$ cat src/rtl/clkctl_pkg.sv
package clkctl_pkg;
  typedef enum logic [2:0] {
    ST_IDLE,
    ST_RX,
    ST_ACK,
    ST_TX,
    ST_MACK,
    ST_WAIT
  } bus_st_e;
endpackage

$ cat src/rtl/clkctl_line_sync.sv
module clkctl_line_sync #(
  parameter int SYNC_STAGES = 2
) (
  input  logic clk,
  input  logic rst,
  input  logic scl_i,
  input  logic sda_i,
  output logic sda_s,
  output logic scl_rise,
  output logic scl_fall,
  output logic start_det,
  output logic stop_det
);
  // extra top stage keeps the previous synchronised sample
  logic [SYNC_STAGES:0] scl_p;
  logic [SYNC_STAGES:0] sda_p;
  logic scl_c, scl_l, sda_l;

  always_ff @(posedge clk) begin
    if (rst) begin
      scl_p <= '1;
      sda_p <= '1;
    end else begin
      scl_p <= {scl_p[SYNC_STAGES-1:0], scl_i};
      sda_p <= {sda_p[SYNC_STAGES-1:0], sda_i};
    end
  end

  assign scl_c = scl_p[SYNC_STAGES-1];
  assign scl_l = scl_p[SYNC_STAGES];
  assign sda_s = sda_p[SYNC_STAGES-1];
  assign sda_l = sda_p[SYNC_STAGES];

  assign scl_rise  = scl_c & ~scl_l;
  assign scl_fall  = ~scl_c & scl_l;
  assign start_det = scl_c & scl_l & sda_l & ~sda_s;
  assign stop_det  = scl_c & scl_l & ~sda_l & sda_s;
endmodule

$ cat src/rtl/clkctl_reg_bank.sv
module clkctl_reg_bank #(
  parameter int NREG = 6,
  parameter int AW = 3,
  parameter logic [NREG*8-1:0] RST_VALUE = {NREG{8'hFF}}
) (
  input  logic            clk,
  input  logic            rst,
  input  logic            wr_en,
  input  logic [AW-1:0]   wr_addr,
  input  logic [7:0]      wr_data,
  input  logic [AW-1:0]   rd_addr,
  output logic [7:0]      rd_data,
  output logic [NREG*8-1:0] reg_q
);
  logic [7:0] regs [NREG];

  for (genvar k = 0; k < NREG; k++) begin : g_reg
    always_ff @(posedge clk) begin
      if (rst) regs[k] <= RST_VALUE[8*k +: 8];
      else if (wr_en && wr_addr == AW'(k)) regs[k] <= wr_data;
    end
    assign reg_q[8*k +: 8] = regs[k];
  end

  always_comb begin
    rd_data = 8'h00;
    for (int k = 0; k < NREG; k++) begin
      if (rd_addr == AW'(k)) rd_data = regs[k];
    end
  end
endmodule

$ cat src/rtl/clkctl_bus_ctrl.sv
module clkctl_bus_ctrl
  import clkctl_pkg::*;
#(
  parameter int NREG = 6,
  parameter int AW = 3,
  parameter int CW = 4,
  parameter int SKIP = 2,
  parameter logic [7:0] WR_ADDR = 8'hD2,
  parameter logic [7:0] RD_ADDR = 8'hD3
) (
  input  logic          clk,
  input  logic          rst,
  input  logic          sda_s,
  input  logic          scl_rise,
  input  logic          scl_fall,
  input  logic          start_det,
  input  logic          stop_det,
  input  logic [7:0]    rd_data,
  output logic [AW-1:0] rd_addr,
  output logic          wr_en,
  output logic [AW-1:0] wr_addr,
  output logic [7:0]    wr_data,
  output logic          sda_oe,
  output logic          bus_quiet
);
  localparam logic [CW-1:0] CNT_SKIP = CW'(SKIP);
  localparam logic [CW-1:0] CNT_END  = CW'(SKIP + NREG);
  localparam logic [CW-1:0] CNT_REGS = CW'(NREG);
  localparam logic [CW-1:0] CNT_ONE  = CW'(1);
  localparam logic [7:0]    COUNT_BYTE = 8'(NREG);

  bus_st_e       st;
  logic [3:0]    bitcnt;
  logic [7:0]    shreg;
  logic [CW-1:0] cnt;
  logic          is_addr;
  logic          rd_mode;
  logic          got_ack;
  logic [7:0]    tx_byte;

  assign rd_addr   = AW'(cnt - CNT_ONE);
  assign bus_quiet = (st == ST_IDLE) || (st == ST_WAIT);

  always_comb begin
    if (cnt == '0)            tx_byte = COUNT_BYTE;
    else if (cnt <= CNT_REGS) tx_byte = rd_data;
    else                      tx_byte = 8'hFF;
  end

  always_ff @(posedge clk) begin
    if (rst) begin
      st      <= ST_IDLE;
      bitcnt  <= '0;
      shreg   <= '0;
      cnt     <= '0;
      is_addr <= 1'b0;
      rd_mode <= 1'b0;
      got_ack <= 1'b0;
      sda_oe  <= 1'b0;
      wr_en   <= 1'b0;
      wr_addr <= '0;
      wr_data <= '0;
    end else begin
      wr_en <= 1'b0;
      if (stop_det) begin
        st     <= ST_IDLE;
        sda_oe <= 1'b0;
      end else if (start_det) begin
        st      <= ST_RX;
        bitcnt  <= '0;
        cnt     <= '0;
        is_addr <= 1'b1;
        sda_oe  <= 1'b0;
      end else begin
        case (st)
          ST_RX: begin
            if (scl_rise && bitcnt != 4'd8) begin
              shreg  <= {shreg[6:0], sda_s};
              bitcnt <= bitcnt + 4'd1;
            end else if (scl_fall && bitcnt == 4'd8) begin
              bitcnt <= '0;
              if (is_addr) begin
                is_addr <= 1'b0;
                if (shreg == WR_ADDR) begin
                  rd_mode <= 1'b0;
                  st      <= ST_ACK;
                  sda_oe  <= 1'b1;
                end else if (shreg == RD_ADDR) begin
                  rd_mode <= 1'b1;
                  st      <= ST_ACK;
                  sda_oe  <= 1'b1;
                end else begin
                  st <= ST_WAIT;
                end
              end else begin
                st     <= ST_ACK;
                sda_oe <= 1'b1;
                if (cnt >= CNT_SKIP && cnt < CNT_END) begin
                  wr_en   <= 1'b1;
                  wr_addr <= AW'(cnt - CNT_SKIP);
                  wr_data <= shreg;
                end
                if (cnt != CNT_END) cnt <= cnt + CNT_ONE;
              end
            end
          end
          ST_ACK: begin
            if (scl_fall) begin
              bitcnt <= '0;
              if (rd_mode) begin
                shreg  <= tx_byte;
                sda_oe <= ~tx_byte[7];
                st     <= ST_TX;
                if (cnt != CNT_END) cnt <= cnt + CNT_ONE;
              end else begin
                sda_oe <= 1'b0;
                st     <= ST_RX;
              end
            end
          end
          ST_TX: begin
            if (scl_rise) bitcnt <= bitcnt + 4'd1;
            if (scl_fall) begin
              if (bitcnt == 4'd8) begin
                sda_oe  <= 1'b0;
                got_ack <= 1'b0;
                st      <= ST_MACK;
              end else begin
                shreg  <= {shreg[6:0], 1'b1};
                sda_oe <= ~shreg[6];
              end
            end
          end
          ST_MACK: begin
            if (scl_rise) begin
              if (sda_s) st <= ST_WAIT;
              else       got_ack <= 1'b1;
            end else if (scl_fall && got_ack) begin
              bitcnt <= '0;
              shreg  <= tx_byte;
              sda_oe <= ~tx_byte[7];
              st     <= ST_TX;
              if (cnt != CNT_END) cnt <= cnt + CNT_ONE;
            end
          end
          default: ;
        endcase
      end
    end
  end
endmodule

$ cat src/rtl/clkctl_i2c_regs.sv
module clkctl_i2c_regs #(
  parameter int NREG = 6,
  parameter int SYNC_STAGES = 2,
  parameter logic [7:0] WR_ADDR = 8'hD2,
  parameter logic [7:0] RD_ADDR = 8'hD3,
  parameter logic [NREG*8-1:0] RST_VALUE = {NREG{8'hFF}}
) (
  input  logic              clk,
  input  logic              rst,
  input  logic              scl_i,
  input  logic              sda_i,
  output logic              sda_oe,
  output logic [NREG*8-1:0] reg_q
);
  localparam int SKIP = 2;
  localparam int AW   = (NREG > 1) ? $clog2(NREG) : 1;
  localparam int CW   = $clog2(SKIP + NREG + 1);

  logic          sda_s, scl_rise, scl_fall, start_det, stop_det;
  logic          wr_en, bus_quiet;
  logic [AW-1:0] wr_addr, rd_addr;
  logic [7:0]    wr_data, rd_data;

  clkctl_line_sync #(.SYNC_STAGES(SYNC_STAGES)) u_sync (
    .clk(clk), .rst(rst), .scl_i(scl_i), .sda_i(sda_i),
    .sda_s(sda_s), .scl_rise(scl_rise), .scl_fall(scl_fall),
    .start_det(start_det), .stop_det(stop_det)
  );

  clkctl_bus_ctrl #(
    .NREG(NREG), .AW(AW), .CW(CW), .SKIP(SKIP),
    .WR_ADDR(WR_ADDR), .RD_ADDR(RD_ADDR)
  ) u_ctrl (
    .clk(clk), .rst(rst), .sda_s(sda_s), .scl_rise(scl_rise),
    .scl_fall(scl_fall), .start_det(start_det), .stop_det(stop_det),
    .rd_data(rd_data), .rd_addr(rd_addr), .wr_en(wr_en),
    .wr_addr(wr_addr), .wr_data(wr_data), .sda_oe(sda_oe),
    .bus_quiet(bus_quiet)
  );

  clkctl_reg_bank #(.NREG(NREG), .AW(AW), .RST_VALUE(RST_VALUE)) u_bank (
    .clk(clk), .rst(rst), .wr_en(wr_en), .wr_addr(wr_addr),
    .wr_data(wr_data), .rd_addr(rd_addr), .rd_data(rd_data),
    .reg_q(reg_q)
  );
endmodule

$ cat config.mk
export PLATFORM = sky130hd
export DESIGN_NAME = clkctl_i2c_regs
export DESIGN_NICKNAME = d
export VERILOG_FILES = /design/src/rtl/clkctl_pkg.sv /design/src/rtl/clkctl_line_sync.sv /design/src/rtl/clkctl_reg_bank.sv /design/src/rtl/clkctl_bus_ctrl.sv /design/src/rtl/clkctl_i2c_regs.sv
export SDC_FILE = /design/constraint.sdc
export NUM_CORES = 1
export LEC_CHECK = 0
export ABC_AREA = 0
export CORE_MARGIN = 2
export CORE_UTILIZATION = 60
export CTS_CLUSTER_SIZE = 16
export DETAILED_ROUTE_END_ITERATION = 12
export DONT_BUFFER_PORTS = 1
export PLACE_DENSITY_LB_ADDON = 0.12
export RECOVER_POWER = 25
export SLEW_MARGIN = 5
export SYNTH_ARGS = -nofsm -noshare
export SYNTH_HDL_FRONTEND = slang
export SYNTH_SLANG_ARGS = --single-unit
$ cat constraint.sdc
create_clock -name clk -period 3.3 [get_ports clk]
set_input_delay 0.66 -clock clk [delete_from_list [all_inputs] [get_ports clk]]
set_output_delay 0.66 -clock clk [all_outputs]
set_load 0.01 [all_outputs]
## Word level (Yosys, flattened, before mapping)

Memories as Yosys holds them, arrays and structs flattened.
Cells that the tools add are included.
W data, S select, Z words.

- Output and inout port bits: 49
- Bits of input ports: 4
- RAM bits: 48
- Memories kept: 1
- Logic and storage cells: 225
- Register bits: 41

Memory list:

| name | depth | bits a word | read ports | clocked after Yosys merged registers in | write ports | RTL line | text |
|---|---|---|---|---|---|---|---|
| u_bank.regs | 6 | 8 | 6 | 0 | 6 | clkctl_reg_bank.sv:15 | `logic [7:0] regs [NREG];` |

- Bitwise logic cells: 25
- $add $sub $neg: 4
- Order comparisons: 3
- Equality and inequality tests: 48
- Mux-type cells: 97
- Reductions and logical operators: 33

Operators with widths:

| kind | number |
|---|---|
| $mux W8 | 21 |
| $mux W4 | 16 |
| $mux W1 | 42 |
| $mux W3 | 11 |
| $pmux W8 S4 | 1 |
| $reduce_and A7 Y1 | 4 |
| $reduce_and A8 Y1 | 3 |
| $ne A3 B2 Y1 const B | 7 |
| $eq A3 B2 Y1 const B | 6 |
| $eq A8 B8 Y1 const B | 2 |
| $ne A2 B1 Y1 const B | 8 |
| $ne A4 B4 Y1 const B | 4 |
| $pmux W4 S4 | 1 |
| $eq A3 B3 Y1 const B | 5 |
| $ne A3 B3 Y1 const B | 4 |
| $not A1 Y1 | 12 |
| $pmux W3 S4 | 1 |
| $pmux W4 S3 | 1 |
| $logic_and A1 B1 Y1 | 10 |
| $ne A2 B2 Y1 const B | 5 |
| $reduce_and A10 Y1 | 1 |
| $eq A3 B1 Y1 const B | 3 |
| $reduce_and A9 Y1 | 1 |
| $add A4 B1 Y4 const B | 2 |
| other kinds (22) | 39 |

## Logic depth before layout (Yosys ltp)

Gate-level depths: netlist (run 1).

- Word-level depth: 14
- Mapped depth: 9
- Mapped depth without buffers: 7

## Hierarchy

From an unflattened synthesis (run 1), not the netlist that was laid out.

- Cell total of the unflattened synthesis: 430
- Area, all modules: 4752.1 µm²

By module, submodules not included:

| module | cells an instance | times used | area each (µm²) | sequential area each (µm²) |
|---|---|---|---|---|
| clkctl_reg_bank | 163 | 1 | 2376.0 | 1441.4 |
| clkctl_bus_ctrl | 251 | 1 | 2185.8 | 700.7 |
| clkctl_line_sync | 16 | 1 | 190.2 | 120.1 |

## Worst setup path before layout (run 1)

No wires, ideal clock.

- Path kind: reg-to-reg
- Start point: register u_ctrl.cnt[1]
- End point: register u_ctrl.shreg[2]
- Path buffers: 1
- Setup time: 0.139 ns
- Path slack: 1.140 ns
- Data arrival time: 2.020 ns
- Required time: 3.161 ns
- Period minus slack after synthesis: 2.160 ns
- Stages on the path, launching flop included: 8
- Cell sequence: dfxtp_1 -> inv_1 -> ha_1 -> xor2_1 -> clkbuf_1 -> o31ai_1 -> a2111oi_0 -> o32ai_1

- Cells in the longest elaborated chain, start to end: 13
- Elaborated cells between the ends (all ways): 22
- Those cells by class: add/sub (1); order compare (1); eq/ne (5); mux (13); reduce/logical (2)

RTL lines:

| what | RTL line | text |
|---|---|---|
| start: declaration | clkctl_bus_ctrl.sv:35 | `logic [CW-1:0] cnt;` |
| start signal: assignment | clkctl_bus_ctrl.sv:103 | `if (cnt != CNT_END) cnt <= cnt + CNT_ONE;` |
| start signal: assignment | clkctl_bus_ctrl.sv:114 | `if (cnt != CNT_END) cnt <= cnt + CNT_ONE;` |
| start signal: assignment | clkctl_bus_ctrl.sv:143 | `if (cnt != CNT_END) cnt <= cnt + CNT_ONE;` |
| $sub A3 B1 Y3 | clkctl_bus_ctrl.sv:41 | `assign rd_addr = AW'(cnt - CNT_ONE);` |
| $logic_not A3 Y1 | clkctl_reg_bank.sv:28 | `if (rd_addr == AW'(k)) rd_data = regs[k];` |
| $mux W8 (6 in a row) | clkctl_reg_bank.sv:28 |  |
| $mux W8 | clkctl_bus_ctrl.sv:46 | `else if (cnt <= CNT_REGS) tx_byte = rd_data;` |
| $mux W8 (*) | clkctl_bus_ctrl.sv:45 | `if (cnt == '0) tx_byte = COUNT_BYTE;` |
| $mux W8, on equally long branches | clkctl_bus_ctrl.sv:138, clkctl_bus_ctrl.sv:110 |  |
| $mux W8, on equally long branches | clkctl_bus_ctrl.sv:135, clkctl_bus_ctrl.sv:108 |  |
| $pmux W8 S4 (*) | clkctl_bus_ctrl.sv:75 | `case (st)` |
| end signal: assignment | clkctl_bus_ctrl.sv:78 | `shreg <= {shreg[6:0], sda_s};` |
| end signal: assignment | clkctl_bus_ctrl.sv:129 | `shreg <= {shreg[6:0], 1'b1};` |
| end signal: assignment | clkctl_bus_ctrl.sv:140 | `shreg <= tx_byte;` |
| end: declaration | clkctl_bus_ctrl.sv:34 | `logic [7:0] shreg;` |

Mark *: on every way between the ends. The rest lies on a longest branch, timed or not. The select of a mux whose other input is x is not followed.
A chain may end at the register's enable or synchronous reset.

## Worst setup path after layout (run 1)

- Start point: register u_ctrl.cnt[1]
- End point: register u_ctrl.sda_oe

- Cells in the longest elaborated chain, start to end: 14
- Elaborated cells between the ends (all ways): 23
- Those cells by class: add/sub (1); order compare (1); eq/ne (5); mux (13); bitwise (1); reduce/logical (2)

RTL lines:

| what | RTL line | text |
|---|---|---|
| $sub A3 B1 Y3 | clkctl_bus_ctrl.sv:41 |  |
| $logic_not A3 Y1 | clkctl_reg_bank.sv:28 |  |
| $mux W8 (6 in a row) | clkctl_reg_bank.sv:28 |  |
| $mux W8 | clkctl_bus_ctrl.sv:46 |  |
| $mux W8 (*) | clkctl_bus_ctrl.sv:45 |  |
| $not A1 Y1 (*) | clkctl_bus_ctrl.sv:112, clkctl_bus_ctrl.sv:141 |  |
| $mux W1, on equally long branches | clkctl_bus_ctrl.sv:138, clkctl_bus_ctrl.sv:110 |  |
| $mux W1, on equally long branches | clkctl_bus_ctrl.sv:135, clkctl_bus_ctrl.sv:108 |  |
| $pmux W1 S4 (*) | clkctl_bus_ctrl.sv:75 |  |
| end signal: assignment | clkctl_bus_ctrl.sv:112 | `sda_oe <= ~tx_byte[7];` |
| end signal: assignment | clkctl_bus_ctrl.sv:130 | `sda_oe <= ~shreg[6];` |
| end signal: assignment | clkctl_bus_ctrl.sv:141 | `sda_oe <= ~tx_byte[7];` |
| end: declaration | clkctl_bus_ctrl.sv:23 | `output logic sda_oe,` |

Marks and branches as above.

==> results by stage, run 1 <==
Final layout:
- The most common cell after layout, fill and taps aside is sky130_fd_sc_hd__edfxtp_1.
- In the layout the commonest cells are sky130_fd_sc_hd__edfxtp_1, sky130_fd_sc_hd__dfxtp_1, sky130_fd_sc_hd__nand2_1, sky130_fd_sc_hd__nand2b_1, sky130_fd_sc_hd__or2_2.
- The area growth from synthesis to final layout is 4.62%.
- Measured on the finished design, the core utilization comes to 0.642.
- The number of antenna diodes in the final layout is 0.
- The net count of the finished layout is around 480.
- The ratio of cells with drive above 1 in the final layout is 0.122.

Timing:
- At the pin with the least slew margin, the transition time is ~1.1 ns.
- The setup-violating endpoint count in the final report is 0.
- The clock period minus worst slack is between 2 and 3 ns.
- The number of pins exceeding their max-slew limit in the final report is 0.
- The worst-case clock skew is about 0.018 ns.
- The final-report hold violation count is 0.
- Setup repair after global routing left no endpoint under its margin.
- The fmax is roughly 370 MHz.
- The worst-case headroom to the max-slew limit is 0.251.
- The final total negative setup slack is 0 ns.
- In the finished design, the share of the clock period the worst path needs comes to 0.817.

Yosys:
- The number of nets handed over by synthesis was 490.
- The area fraction in compound gates after synthesis came to 0.156.
- The sequential fraction of the synthesis area is 0.480.
- sky130_fd_sc_hd__edfxtp_1 takes more of the synthesized area than any other cell.
- For this run, the number of Yosys warnings is 0.
- The post-synthesis sequential element count is roughly 90.
- Of the total synthesized cell area, the portion taken by XOR and XNOR cells is 0.00743.
- The fraction of registers with async set or reset after synthesis is 0.
- The multiplexer share of the synthesized area is 0.0321.
- In the synthesized netlist the dominant register cell turns out to be sky130_fd_sc_hd__edfxtp_1.
- By area the synthesized netlist is led by sky130_fd_sc_hd__edfxtp_1, sky130_fd_sc_hd__dfxtp_1, sky130_fd_sc_hd__nand2b_1.
- After synthesis the cells add up to between 4000 and 5000 sq um.
- In this run the mean area of a mapped cell was 9.91 sq um.
- The number of enable-type register cells in the synthesized netlist is between 40 and 50.
- Synthesis produced 476 cells.
- The area share of the leading cell type in the synthesized netlist is 0.306.
- Of the total synthesized cell area, the portion taken by AND, OR, NAND and NOR gates is 0.258.
- The number of different library cells used by synthesis comes to 72.
- The combinational family with the most area after synthesis is simple AND/OR/NAND/NOR gates.
- Of the total synthesized cell area, the portion taken by full adders, half adders and majority gates is 0.0265.

Critical path:
- STA classifies the critical path endpoint as a flip-flop.
- The critical register-to-register path startpoint is u_ctrl.cnt[1].
- For the worst setup path, the data arrival time is 2.96 ns.
- For the worst setup path, the data required time is around 3.6 ns.
- In this run the critical register-to-register path is captured at u_ctrl.sda_oe.
- The setup check on the worst reg-to-reg path leaves a slack of between 0.6 and 0.7 ns.
- Measured in cells, the most critical reg-to-reg path has a length of 6.
- By startpoint and endpoint, the worst setup path is classified as flip-flop to flip-flop.
- STA classifies the critical path startpoint as a flip-flop.
- The worst-path maximum fanout is 18.

Floorplanning:
- The row count is 32.
- The die covers approximately 8600 sq um.
- After floorplanning, the core was sized to cover a little under 8000 sq um.
- In this run the count of I/O pins placed on the die edge is 53.
- The floorplan step set the die width to 92.7 um.
- The height of the die is 92.7 um.
- For this configuration, the core starts out at a cell density of 0.613.

Global route:
- Entering global routing, the biggest net connects 43 pins.
- The via count of the first global-routing pass is around 3,300.
- The overall routing resource usage is 0.286.
- The initial antenna violation count is 0.
- The global route total overflow is 0.
- The wire length of the first global-routing pass is between 15,000 and 20,000 um.

Clock network:
- The number of buffers inserted by post-CTS setup repair is 0.
- The CTS tree is yes.
- In this run the deepest clock path goes through 2 buffers.
- The count of hold-fix buffers inserted at cts is 0.
- Counting every sink on the clock net gives ~90.
- The tree is rooted in a sky130_fd_sc_hd__clkbuf_8.
- For the worst-skew pair, the clock arrives at the later sink with an insertion delay of roughly 0.37 ns.
- The number of levels in the clock H-tree is 3.
- The number of resized instances in the post-cts repair step is 0.
- The clock-pin slew on the worst setup and hold paths is ~0.10 ns.
- The number of CTS-inserted buffers is 9.

Job:
- The tool flagged a number of max-cap violations equal to 0.

Routing:
- The iteration count of the initial detailed-routing pass is 5.
- The post-detailed-route wirelength per cell is about 21 um.
- The final route contains 3,659 vias.
- In this run the remaining antenna-violating nets after routing total 0.
- The final routed DRC violation total is 0.
- Using the TritonRoute via totals, the vias-per-cell ratio works out to between 6 and 7.
- The total detailed-routing wirelength is between 10,000 and 15,000 um.
- The first routing iteration left between 300 and 400 violations.

Worst hold path:
- The path with the worst hold slack has its endpoint at u_ctrl.wr_addr[1].
- The type of the tightest min-delay check is input port to flip-flop.
- The cell depth of the worst min-delay path is 1.
- The worst hold path startpoint is rst.

Pwr:
- The power per cell area is about 420 nW/um^2.
- IR analysis of the VDD net gives a maximum drop of 0.000301 V.
- For this design the static power due to leakage is between 1.5 and 2 nW.

Status:
- The flow ran to the end, and the final reports show no timing, DRC or antenna violations.

Place:
- The placer congestion estimate is slightly above 0.9.
- The detailed placer's ending HPWL is roughly 8600 um.
- The number of buffers added on ports is 0.
layer usage:
metal | global-route usage | wire length, um | vias up
li1 | - | - | 1736
met1 | 0.438 | 5380 | 1744
met2 | 0.406 | 5240 | 163
met3 | 0.0651 | 1130 | 16
met4 | 0.0797 | 184 | 0
met5 | 0 | 0 | -
Yosys cell counts, types with 3 or more instances:
master	number
sky130_fd_sc_hd__and3b_1	5
sky130_fd_sc_hd__nor3_1	13
sky130_fd_sc_hd__o21a_1	4
sky130_fd_sc_hd__a221oi_1	8
sky130_fd_sc_hd__a211oi_1	3
sky130_fd_sc_hd__buf_2	7
sky130_fd_sc_hd__o21ai_0	10
sky130_fd_sc_hd__nor4_1	3
sky130_fd_sc_hd__nand3_1	16
sky130_fd_sc_hd__mux2i_1	14
sky130_fd_sc_hd__a31oi_1	6
sky130_fd_sc_hd__a41oi_1	4
sky130_fd_sc_hd__a21o_1	4
sky130_fd_sc_hd__clkbuf_1	19
sky130_fd_sc_hd__o31ai_1	7
sky130_fd_sc_hd__a311oi_1	6
sky130_fd_sc_hd__nor2b_1	15
sky130_fd_sc_hd__ha_1	10
sky130_fd_sc_hd__or2_2	30
sky130_fd_sc_hd__nand2b_1	32
sky130_fd_sc_hd__a2111oi_0	3
sky130_fd_sc_hd__nand4b_1	5
sky130_fd_sc_hd__o21ai_1	8
sky130_fd_sc_hd__nand4_1	7
sky130_fd_sc_hd__dfxtp_1	41
sky130_fd_sc_hd__nor2_1	27
sky130_fd_sc_hd__a21oi_1	18
sky130_fd_sc_hd__inv_1	14
sky130_fd_sc_hd__nand2_1	32
sky130_fd_sc_hd__or3_1	3
sky130_fd_sc_hd__edfxtp_1	48
sky130_fd_sc_hd__and2_1	3
layout make-up:
class / count / area, sq um
multi-input combinational: 342 / 2260
sequential: 89 / 2260
clock inverter: 7 / 65.1
fill: 639 / 2750
tap: 102 / 128
timing repair buffer: 5 / 33.8
clock buffer: 9 / 124
inverter: 15 / 56.3
worst max-delay path, stage by stage, from the launching register on:
cell,delay (ns)
sky130_fd_sc_hd__dfxtp_1,0.53
sky130_fd_sc_hd__ha_1,0.62
sky130_fd_sc_hd__inv_1,0.20
sky130_fd_sc_hd__and3_1,0.22
sky130_fd_sc_hd__a2111oi_0,0.61
sky130_fd_sc_hd__o31ai_1,0.16
sky130_fd_sc_hd__a211oi_1,0.26
stage by stage:
stage | instance area, sq um | power, mW | instances | setup slack, ns | hold WS (ns)
6_report | 4930 | 2.06 | 569 | 0.603 | 0.363
5_1_grt | 4930 | 2.13 | 569 | 0.442 | 0.343
2_1_floorplan | 4720 | 1.32 | 476 | 1.14 | 0.389
3_5_place_dp | 4750 | 1.34 | 553 | 0.676 | 0.394
3_3_place_gp | 4750 | 1.34 | 553 | 0.698 | 0.391
4_1_cts | 4940 | 2.07 | 569 | 0.640 | 0.346
kinds of logic after synthesis:
group | after synthesis
flip-flops | 89
AND/OR/NAND/NOR | 210
multiplexers | 15
XOR/XNOR | 4
buffers and inverters | 45
adder cells (fa/ha/maj) | 10
AO/OA/AOI/OAI | 103
how the worst max path moves through the flow:
stage	from	end	slack, ns	depth (start not counted)
after global placement	u_ctrl.cnt[1]	u_ctrl.sda_oe	0.70	6
final	u_ctrl.cnt[1]	u_ctrl.sda_oe	0.60	6
after floorplan	u_ctrl.cnt[1]	u_ctrl.shreg[2]	1.14	7
after CTS	u_ctrl.cnt[1]	u_ctrl.sda_oe	0.64	6
after global routing	u_ctrl.cnt[0]	u_ctrl.sda_oe	0.44	7
after detailed placement	u_ctrl.cnt[1]	u_ctrl.sda_oe	0.68	6
state kept, by name (all words and copies together) (netlist names):
register and cells:
u_ctrl.cnt 4, u_ctrl.wr_data 8, u_bank.regs 48, u_ctrl.st 3, u_ctrl.wr_en 1, u_ctrl.wr_addr 3
u_ctrl.is_addr 1, u_sync.scl_p 3, u_ctrl.rd_mode 1, u_ctrl.shreg 8, u_sync.sda_p 3, u_ctrl.bitcnt 4
u_ctrl.got_ack 1, u_ctrl.sda_oe 1
report_power, final:
part | internal, mW | leakage [nW] | switching, mW
clock | 0.294 | 0.0947 | 0.443
sequential | 1.17 | 0.657 | 0.0160
combinational | 0.0501 | 0.764 | 0.0850
total | 1.52 | 1.52 | 0.544
No activity file was read; power rests on OpenSTA's default activity.
==> run 2, diff against run 1 <==
ABC_AREA = 1   (was 0)
clock period = 2.7 ns   (was 3.3 ns; I/O delays follow)
==> run 2 against run 1 <==
  * Global-route usage is 0.40 points higher
  * Die area is 0.61% lower
  * Register-to-register slack worse by 0.22 ns
  * First-iteration DRC count is 0.28% lower
  * Non-clock buffer count is 1 lower
  * Synthesized area is 0.64% lower
  * Maximum frequency is 16% higher
  * Worst setup slack worse by 0.22 ns
==> results by stage, run 2 <==
Final layout:
- In the final layout, the multi-input gates occupy ~2000 sq um.
- With fillers left out, the area of the finished cells amounts to slightly below 5000 sq um.
- The number of antenna diodes is 0.
- The library cells used most frequently in the layout, excluding fill and tap cells, are sky130_fd_sc_hd__nand2_1, sky130_fd_sc_hd__inv_1, sky130_fd_sc_hd__nor2_1, sky130_fd_sc_hd__edfxtp_1.
- The flip-flop count of the largest register, all copies and words added is 48.
- In the final layout, the share of cells above drive strength 1 is 0.102.
- The final layout net count is approximately 620.
- The library cell used most frequently in the layout, excluding fill and tap cells, is sky130_fd_sc_hd__nand2_1.
- The largest registers in the layout are u_bank.regs: 48 flops, u_ctrl.shreg: 8 flops, u_ctrl.wr_data: 8 flops.
- The area growth from synthesis to final layout is 5.98%.
- In the final layout, flip-flops and latches occupy 2260 sq um.
- The filler cells instantiated in the layout total 665.
- The final non-filler cell total is 711.
- The register containing the most flip-flops in the final layout is u_bank.regs.

Global route:
- For this run the aggregate overflow at the end of global routing stands at 0.
- The pin count of the biggest net entering global routing is 29.
- For this run, the total global-route usage over all layers was measured as 0.290.
- The initial antenna violation count is 0.
- The first global-routing pass estimated 18,900 um of wire.
- The via count of the first global-routing pass is roughly 3,800.

Status:
- The run finished with clean final reports.

Clock network:
- The root buffer cell chosen for the clock tree is sky130_fd_sc_hd__clkbuf_8.
- The number of setup buffers added after CTS is 0.
- For the worst-skew pair, the clock arrives at the later sink with an insertion delay of ~0.35 ns.
- The clock-pin slew on the worst setup and hold paths is approximately 0.09 ns.
- Once the clock tree was built, the resizer swapped 0 gates to a different size.
- The count of hold-fix buffers inserted at cts is 0.
- The CTS tree is yes.
- The number of levels in the clock H-tree is 3.
- Counting along the longest clock path gives a buffer depth of 2.
- Clock tree synthesis inserted a total of 9 buffers.
- The clock sink total is around 90.

Floorplanning:
- The die is around 92 um tall.
- The row count is 32.
- The overall die width is just over 90 um.
- The placeable core area is 7650 sq um.
- 53 I/O pins were placed.
- The effective utilization at floorplan is 0.613.
- The die covers approximately 8500 sq um.

Routing:
- The detailed router finished its first iteration with around 360 violations.
- After detailed routing, the number of vias per cell comes to ~5.7.
- Across all layers, the routed design uses 4,019 vias.
- For this run, design rule violations remaining after detail routing come to 0.
- The post-detailed-route wirelength per cell is 16.7 um.
- The total detailed-routing wirelength is 11,800 um.
- Once detail routing completed, the nets flagged for antenna violations numbered 0.
- The first detailed-routing pass ran for 6 iterations.

Place:
- Once placement finished, the instance area stood at 4750 sq um.
- The placer congestion estimate is between 1 and 1.5.
- Summed over all nets, the half-perimeter wirelength after detailed placement is roughly 8600 um.
- The worst slack after detailed placement is between 0.4 and 0.5 ns.
- After detailed placement, the design holds a cell count of just under 700.
- Input and output buffers added on the ports amount to 0.

Job:
- The tool flagged a number of max-cap violations equal to 0.

Yosys:
- The count of synthesis-stage warnings from yosys is 0.
- In the synthesized netlist, the cells that appear most often are sky130_fd_sc_hd__nand2_1, sky130_fd_sc_hd__inv_1, sky130_fd_sc_hd__nor2_1.
- The fraction of registers with async set or reset after synthesis is 0.
- The mean post-synth cell area is about 7.7 sq um.
- Synthesis handed over a netlist of around 610 instances.
- Yosys attributes the largest share of cell area to sky130_fd_sc_hd__edfxtp_1, sky130_fd_sc_hd__dfxtp_1, sky130_fd_sc_hd__nand2_1.
- The most common cell in the netlist is sky130_fd_sc_hd__nand2_1.
- The flip-flop cell with the highest count after synthesis is sky130_fd_sc_hd__edfxtp_1.
- Counting flops with a built-in enable in the synthesized netlist gives 48.
- The netlist uses 33 different library cells.
- Of all cell types, the one taking the most synthesized area is sky130_fd_sc_hd__edfxtp_1.
- In this run the cell area of the synthesized design comes to between 4000 and 5000 sq um.
- The share of synthesized area in the top cell type comes to 0.308.
- The post-synthesis sequential element count is 89.
- The sequential fraction of the synthesis area is 0.483.
- The number of nets in the synthesized netlist is between 600 and 700.

Timing:
- The share of the clock period used by the worst path is 0.859.
- The final total negative setup slack is 0 ns.
- Setup repair after global routing left no endpoint under its margin.
- The fmax is roughly 430 MHz.
- Setup violations remaining at the end of the flow were counted as 0.
- The clock period minus worst slack is between 2 and 2.5 ns.
- The worst setup margin is roughly 0.38 ns.
- The number of pins exceeding their max-slew limit in the final report was 0.
- Measured against its own limit, the worst slew margin works out to 0.350.
- The worst-case clock skew is between 0.009 and 0.01 ns.
- The actual slew at the worst max-slew pin is 0.976 ns.
- The final-report hold violation count was 0.

Pwr:
- The static leakage is 1.93 nW.
- The power per cell area is 823 nW/um^2.
- The peak ir drop on the vdd network is approximately 0.00043 V.

Critical path:
- The worst-path maximum fanout is 28.
- The critical path in this run is classified as flip-flop to flip-flop.
- The worst flop-to-flop path endpoint is u_ctrl.sda_oe.
- Data arrives at the worst endpoint at between 2 and 3 ns.
- The worst register-to-register path has a depth of 14.
- The critical register-to-register path startpoint is u_ctrl.cnt[1].
- The type of element launching the critical path is a flip-flop.
- STA classifies the critical path endpoint as a flip-flop.
- In this run the register-to-register setup slack is between 0.3 and 0.4 ns.
- Data on the critical path is required at its endpoint by slightly below 3 ns.

Worst hold path:
- The tightest min-delay check is of the input port to flip-flop type.
- The worst hold path begins at rst.
- The path with the worst hold slack has its endpoint at u_ctrl.bitcnt[3].
- Along the worst hold path, the cell count comes to 1.
run 2: kinds of logic after synthesis:
| family | share of synthesized area |
|---|---|
| AOI/OAI and AO/OA | 0.0881 |
| xor gates and xnor gates | 0.00561 |
| adders and majority gates | 0.0267 |
| buffers and inverters | 0.0919 |
| DFF | 0.483 |
| and+or+nand+nor | 0.305 |
run 2: worst max path at each step:
stage                  start            end  slack (ns)  depth (start not counted)
6_report       u_ctrl.cnt[1]  u_ctrl.sda_oe        0.38                         14
5_1_grt        u_ctrl.cnt[1]  u_ctrl.sda_oe        0.24                         13
4_1_cts        u_ctrl.cnt[1]  u_ctrl.sda_oe        0.44                         14
3_5_place_dp   u_ctrl.cnt[1]  u_ctrl.sda_oe        0.46                         14
3_3_place_gp   u_ctrl.cnt[1]  u_ctrl.sda_oe        0.56                         15
2_1_floorplan  u_ctrl.cnt[1]  u_ctrl.cnt[1]        0.88                          9
run 2: power by group:
| part | leakage, nW | switching (mW) | internal, mW |
|---|---|---|---|
| Clock | 0.106 | 0.473 | 0.520 |
| Sequential | 0.658 | 0.0654 | 1.51 |
| Combinational | 1.17 | 1.07 | 0.456 |
run 2: worst max-delay path, stage by stage, from the launching register on:
cell	delay (ns)
sky130_fd_sc_hd__dfxtp_1	0.54
sky130_fd_sc_hd__inv_1	0.15
sky130_fd_sc_hd__ha_1	0.22
sky130_fd_sc_hd__inv_1	0.06
sky130_fd_sc_hd__nand2_2	0.06
sky130_fd_sc_hd__nand2_4	0.23
sky130_fd_sc_hd__nand2_2	0.24
sky130_fd_sc_hd__nand3_1	0.16
sky130_fd_sc_hd__nand2_1	0.08
sky130_fd_sc_hd__nand2_1	0.09
sky130_fd_sc_hd__nand2_1	0.07
sky130_fd_sc_hd__nand2_1	0.08
sky130_fd_sc_hd__nand2_1	0.09
sky130_fd_sc_hd__nand2_1	0.07
sky130_fd_sc_hd__a21oi_1	0.06
run 2: final cells by class:
class / instances / share of cell area
Clock buffer: 9 / 0.0249
Clock inverter: 6 / 0.0184
Inverter: 91 / 0.0688
Multi-Input combinational cell: 410 / 0.401
Sequential cell: 89 / 0.456
Tap cell: 102 / 0.0257
Timing Repair Buffer: 4 / 0.00529
run 2: metrics by stage:
step | hold slack [ns] | util | total power, mW
2_1_floorplan | 0.389 | - | 2.80
3_3_place_gp | 0.397 | 0.622 | 3.06
3_5_place_dp | 0.403 | 0.622 | 3.08
4_1_cts | 0.237 | 0.650 | 4.07
5_1_grt | 0.234 | 0.649 | 4.36
6_report | 0.246 | 0.649 | 4.09
run 2: layer usage:
| layer | vias up | track usage | routed length (um) |
|---|---|---|---|
| met5 | - | 0 | 0 |
| met4 | 0 | 0.121 | 198 |
| met3 | 18 | 0.0667 | 1410 |
| met2 | 205 | 0.429 | 5270 |
| met1 | 1847 | 0.410 | 4970 |
| li1 | 1949 | - | - |
==> run 3, diff against run 2 <==
SYNTH_HIERARCHICAL = 1   (was unset)
==> run 3 against run 2 <==
  * Design area increased by 0.76%
  * Register-to-register slack got worse by 0.18 ns
  * Worst setup slack worse by 0.18 ns
  * Count of clock-buffer cells in the layout rose by 1
  * Synthesized cell count decreased by 1.6%
  * Hold slack worse by 0.013 ns
  * Combinational power rose by 56%
  * Critical endpoint is now u_ctrl/shreg[7]
  * Wire length is 2.4% higher
  * Maximum frequency is 7.2% lower
  * Sequential cell count stayed put
  * Critical path depth is 2 lower
  * Sequential power increased by 8%
==> results by stage, run 3 <==
Final layout:
- The final cell utilization of the core is 0.654.
- In the final design database the tool counted just over 600 nets.
- More flip-flops sit in one register than any other, and that register is u_bank/regs.
- Counting the fill cells in the layout gives 674.
- The register area is 2260 sq um.
- The multi-input combinational cells in the finished layout cover a total of between 2000 and 2500 sq um.
- The most common cell after layout, fill and taps aside is sky130_fd_sc_hd__nand2_1.
- The number of antenna diodes is 0.
- The ratio of cells with drive above 1 in the final layout is 0.111.
- The largest registers in the layout are u_bank/regs: 48 flops, u_ctrl/shreg: 8 flops, u_ctrl/wr_data: 8 flops.
- The flip-flop count of the largest register, all copies and words added is 48.
- Relative to the synthesized area, the layout overhead comes to 6.87%.
- In the layout the commonest cells are sky130_fd_sc_hd__nand2_1, sky130_fd_sc_hd__nor2_1, sky130_fd_sc_hd__inv_1, sky130_fd_sc_hd__edfxtp_1, sky130_fd_sc_hd__dfxtp_1.

Clock network:
- The buffer levels on the longest clock path is 2.
- The clock-pin slew on the worst setup and hold paths is 0.10 ns.
- Clock latency on the worst-skew pair, taken at its later pin, is between 0.3 and 0.4 ns.
- The number of gates resized after CTS was 0.
- TritonCTS built the clock tree.
- Buffers added to address setup during post-CTS repair amount to 0.
- The clock root buffer master is sky130_fd_sc_hd__clkbuf_8.
- The number of levels in the clock H-tree is 3.
- Clock tree synthesis inserted a total of 9 buffers.
- The clock sink total is 89.
- The count of hold-fix buffers inserted at cts is 0.

Floorplanning:
- The overall die width is between 90 and 100 um.
- In this run the standard cell core region covers roughly 7600 sq um.
- The die outline area is 8530 sq um.
- The initial utilization of the core area, before any placement, comes to 0.612.
- Pin placement for this block handled 53 I/O pins.
- The height of the die is 92.3 um.
- The row count is 32.

Routing:
- The first TritonRoute pass finished after 5 iterations.
- For this block, the via count after detailed routing is around 4,100.
- After detailed routing, the number of remaining DRC violations is 0.
- The violation count after the first detailed-routing iteration is 378.
- After detailed routing, the average wire length per cell comes to about 17 um.
- The number of vias per cell after detailed routing is about 5.7.
- For this block, the routed nets add up to ~12,000 um of wire.
- The number of antenna-violating nets in the routed design is 0.

Global route:
- The most used routing layer is met2.
- The first global-routing pass estimated between 15,000 and 20,000 um of wire.
- The global routing met2 resource utilization is 0.442.
- The initial antenna violation count came to 0.
- The via count of the first global-routing pass is 3,841.
- The global route total overflow is 0.
- The fraction of met3 tracks used by global routing is 0.0659.
- Across every metal layer, demand over resource in global routing totals 0.297.
- For this run, global-route usage on met1 was measured as 0.427.
- The pin count of the biggest net entering global routing is 28.

Worst hold path:
- The type of the tightest min-delay check is input port to flip-flop.
- Along the worst hold path, the cell count comes to 1.
- The worst hold path startpoint is rst.
- The path with the worst hold slack has its endpoint at u_ctrl/wr_en.

Timing:
- The worst-case headroom to the max-slew limit is 0.510.
- The number of pins exceeding their max-slew limit in the final report came to 0.
- At the pin with the least slew margin, the transition time is 0.734 ns.
- Dividing the final minimum period by the clock period gives 0.926.
- The final-report hold violation count was 0.
- Setup violations remaining at the end of the flow were counted as 0.
- The clock period minus worst slack is approximately 2.5 ns.
- The final total negative setup slack is 0 ns.
- For this run, the top clock speed supported by timing is ~400 MHz.
- The worst-case clock skew is 0.0175 ns.
- Setup repair after global routing left no endpoint under its margin.

Critical path:
- The worst register-to-register path ends at u_ctrl/shreg[7].
- For flop-to-flop paths, the worst setup slack is 0.20 ns.
- The worst setup path is captured at a flip-flop.
- STA classifies the critical path startpoint as a flip-flop.
- The critical register-to-register path startpoint is u_ctrl/cnt[1].
- The endpoint required time on the critical path is around 3.0 ns.
- Data on the critical path arrives at its endpoint at about 2.8 ns.
- The critical path start-end classification is flip-flop to flip-flop.
- The number of cell instances on the worst register-to-register path is 12.
- The worst-path maximum fanout is 19.

Job:
- Across the run, the number of max-cap violations was 0.

Yosys:
- The mean post-synth cell area is 7.84 sq um.
- The count of synthesis-stage warnings from yosys is 6.
- The number of nets handed over by synthesis was just over 600.
- After technology mapping, the gate count stands at 597.
- The summed instance area of the synthesized netlist is 4680 sq um.

Status:
- The flow ran to the end, and the final reports show no timing, DRC or antenna violations.

Pwr:
- The power per cell area is around 1000 nW/um^2.
- IR analysis of the VDD net gives a maximum drop of between 0.0004 and 0.0005 V.
- The static leakage is between 1.5 and 2 nW.

Place:
- The detailed placer's ending HPWL is 8960 um.
- The placer congestion estimate is between 0.9 and 1.
- Port buffering added 0 buffers.
[run 3: metal layers]
metal	vias to the layer above	routed length [um]	part of all wire
met5	-	0	0
met4	0	248	0.020
met3	22	1310	0.11
met2	225	5380	0.44
met1	1875	5190	0.43
li1	1939	-	-
[run 3: worst max-delay path by stage]
stage / startpoint / endpoint / depth (start not counted)
6_report: u_ctrl/cnt[1] / u_ctrl/shreg[7] / 12
5_1_grt: u_ctrl/cnt[1] / u_ctrl/shreg[7] / 11
4_1_cts: u_ctrl/cnt[1] / u_ctrl/shreg[7] / 12
3_5_place_dp: u_ctrl/cnt[1] / u_ctrl/shreg[7] / 12
3_3_place_gp: u_ctrl/cnt[1] / u_ctrl/shreg[7] / 12
2_1_floorplan: u_ctrl/cnt[1] / u_ctrl/shreg[7] / 13
[run 3: critical path, cell delays in order (launching register included)]
cell and delay, ns:
sky130_fd_sc_hd__dfxtp_1 0.45, sky130_fd_sc_hd__inv_1 0.13, sky130_fd_sc_hd__ha_1 0.23, sky130_fd_sc_hd__xor2_1 0.23, sky130_fd_sc_hd__inv_2 0.21, sky130_fd_sc_hd__nand3_2 0.22, sky130_fd_sc_hd__nor2_1 0.07, sky130_fd_sc_hd__nor2_1 0.17
sky130_fd_sc_hd__nand4_1 0.14, sky130_fd_sc_hd__o21ai_1 0.24, sky130_fd_sc_hd__o21ai_0 0.13, sky130_fd_sc_hd__nor2_2 0.12, sky130_fd_sc_hd__nor2_1 0.06
[run 3: stage by stage]
step                      power, mW  instance area [sq um]  hold slack, ns  cells  setup WS (ns)
after global routing           5.38                   5000           0.222    712         0.0135
after detailed placement       3.98                   4790           0.395    696         0.0668
final                          5.01                   5000           0.234    712          0.201
after floorplan                3.50                   4680           0.383    597          0.566
after global placement         3.91                   4790           0.386    696          0.182
after CTS                      4.95                   4990           0.224    712         0.0243
[run 3: power breakdown]
| group | total, mW | internal (mW) | switching [mW] |
|---|---|---|---|
| registers | 1.69 | 1.55 | 0.140 |
| clock network | 0.959 | 0.442 | 0.516 |
| logic | 2.37 | 0.749 | 1.62 |
[run 3: area by class of cell]
cell class,count,area share
Tap cell,102,0.0255
Sequential cell,89,0.452
Clock inverter,6,0.0148
Clock buffer,10,0.0255
Multi-Input combinational cell,433,0.422
Inverter,64,0.0480
Timing Repair Buffer,8,0.0120
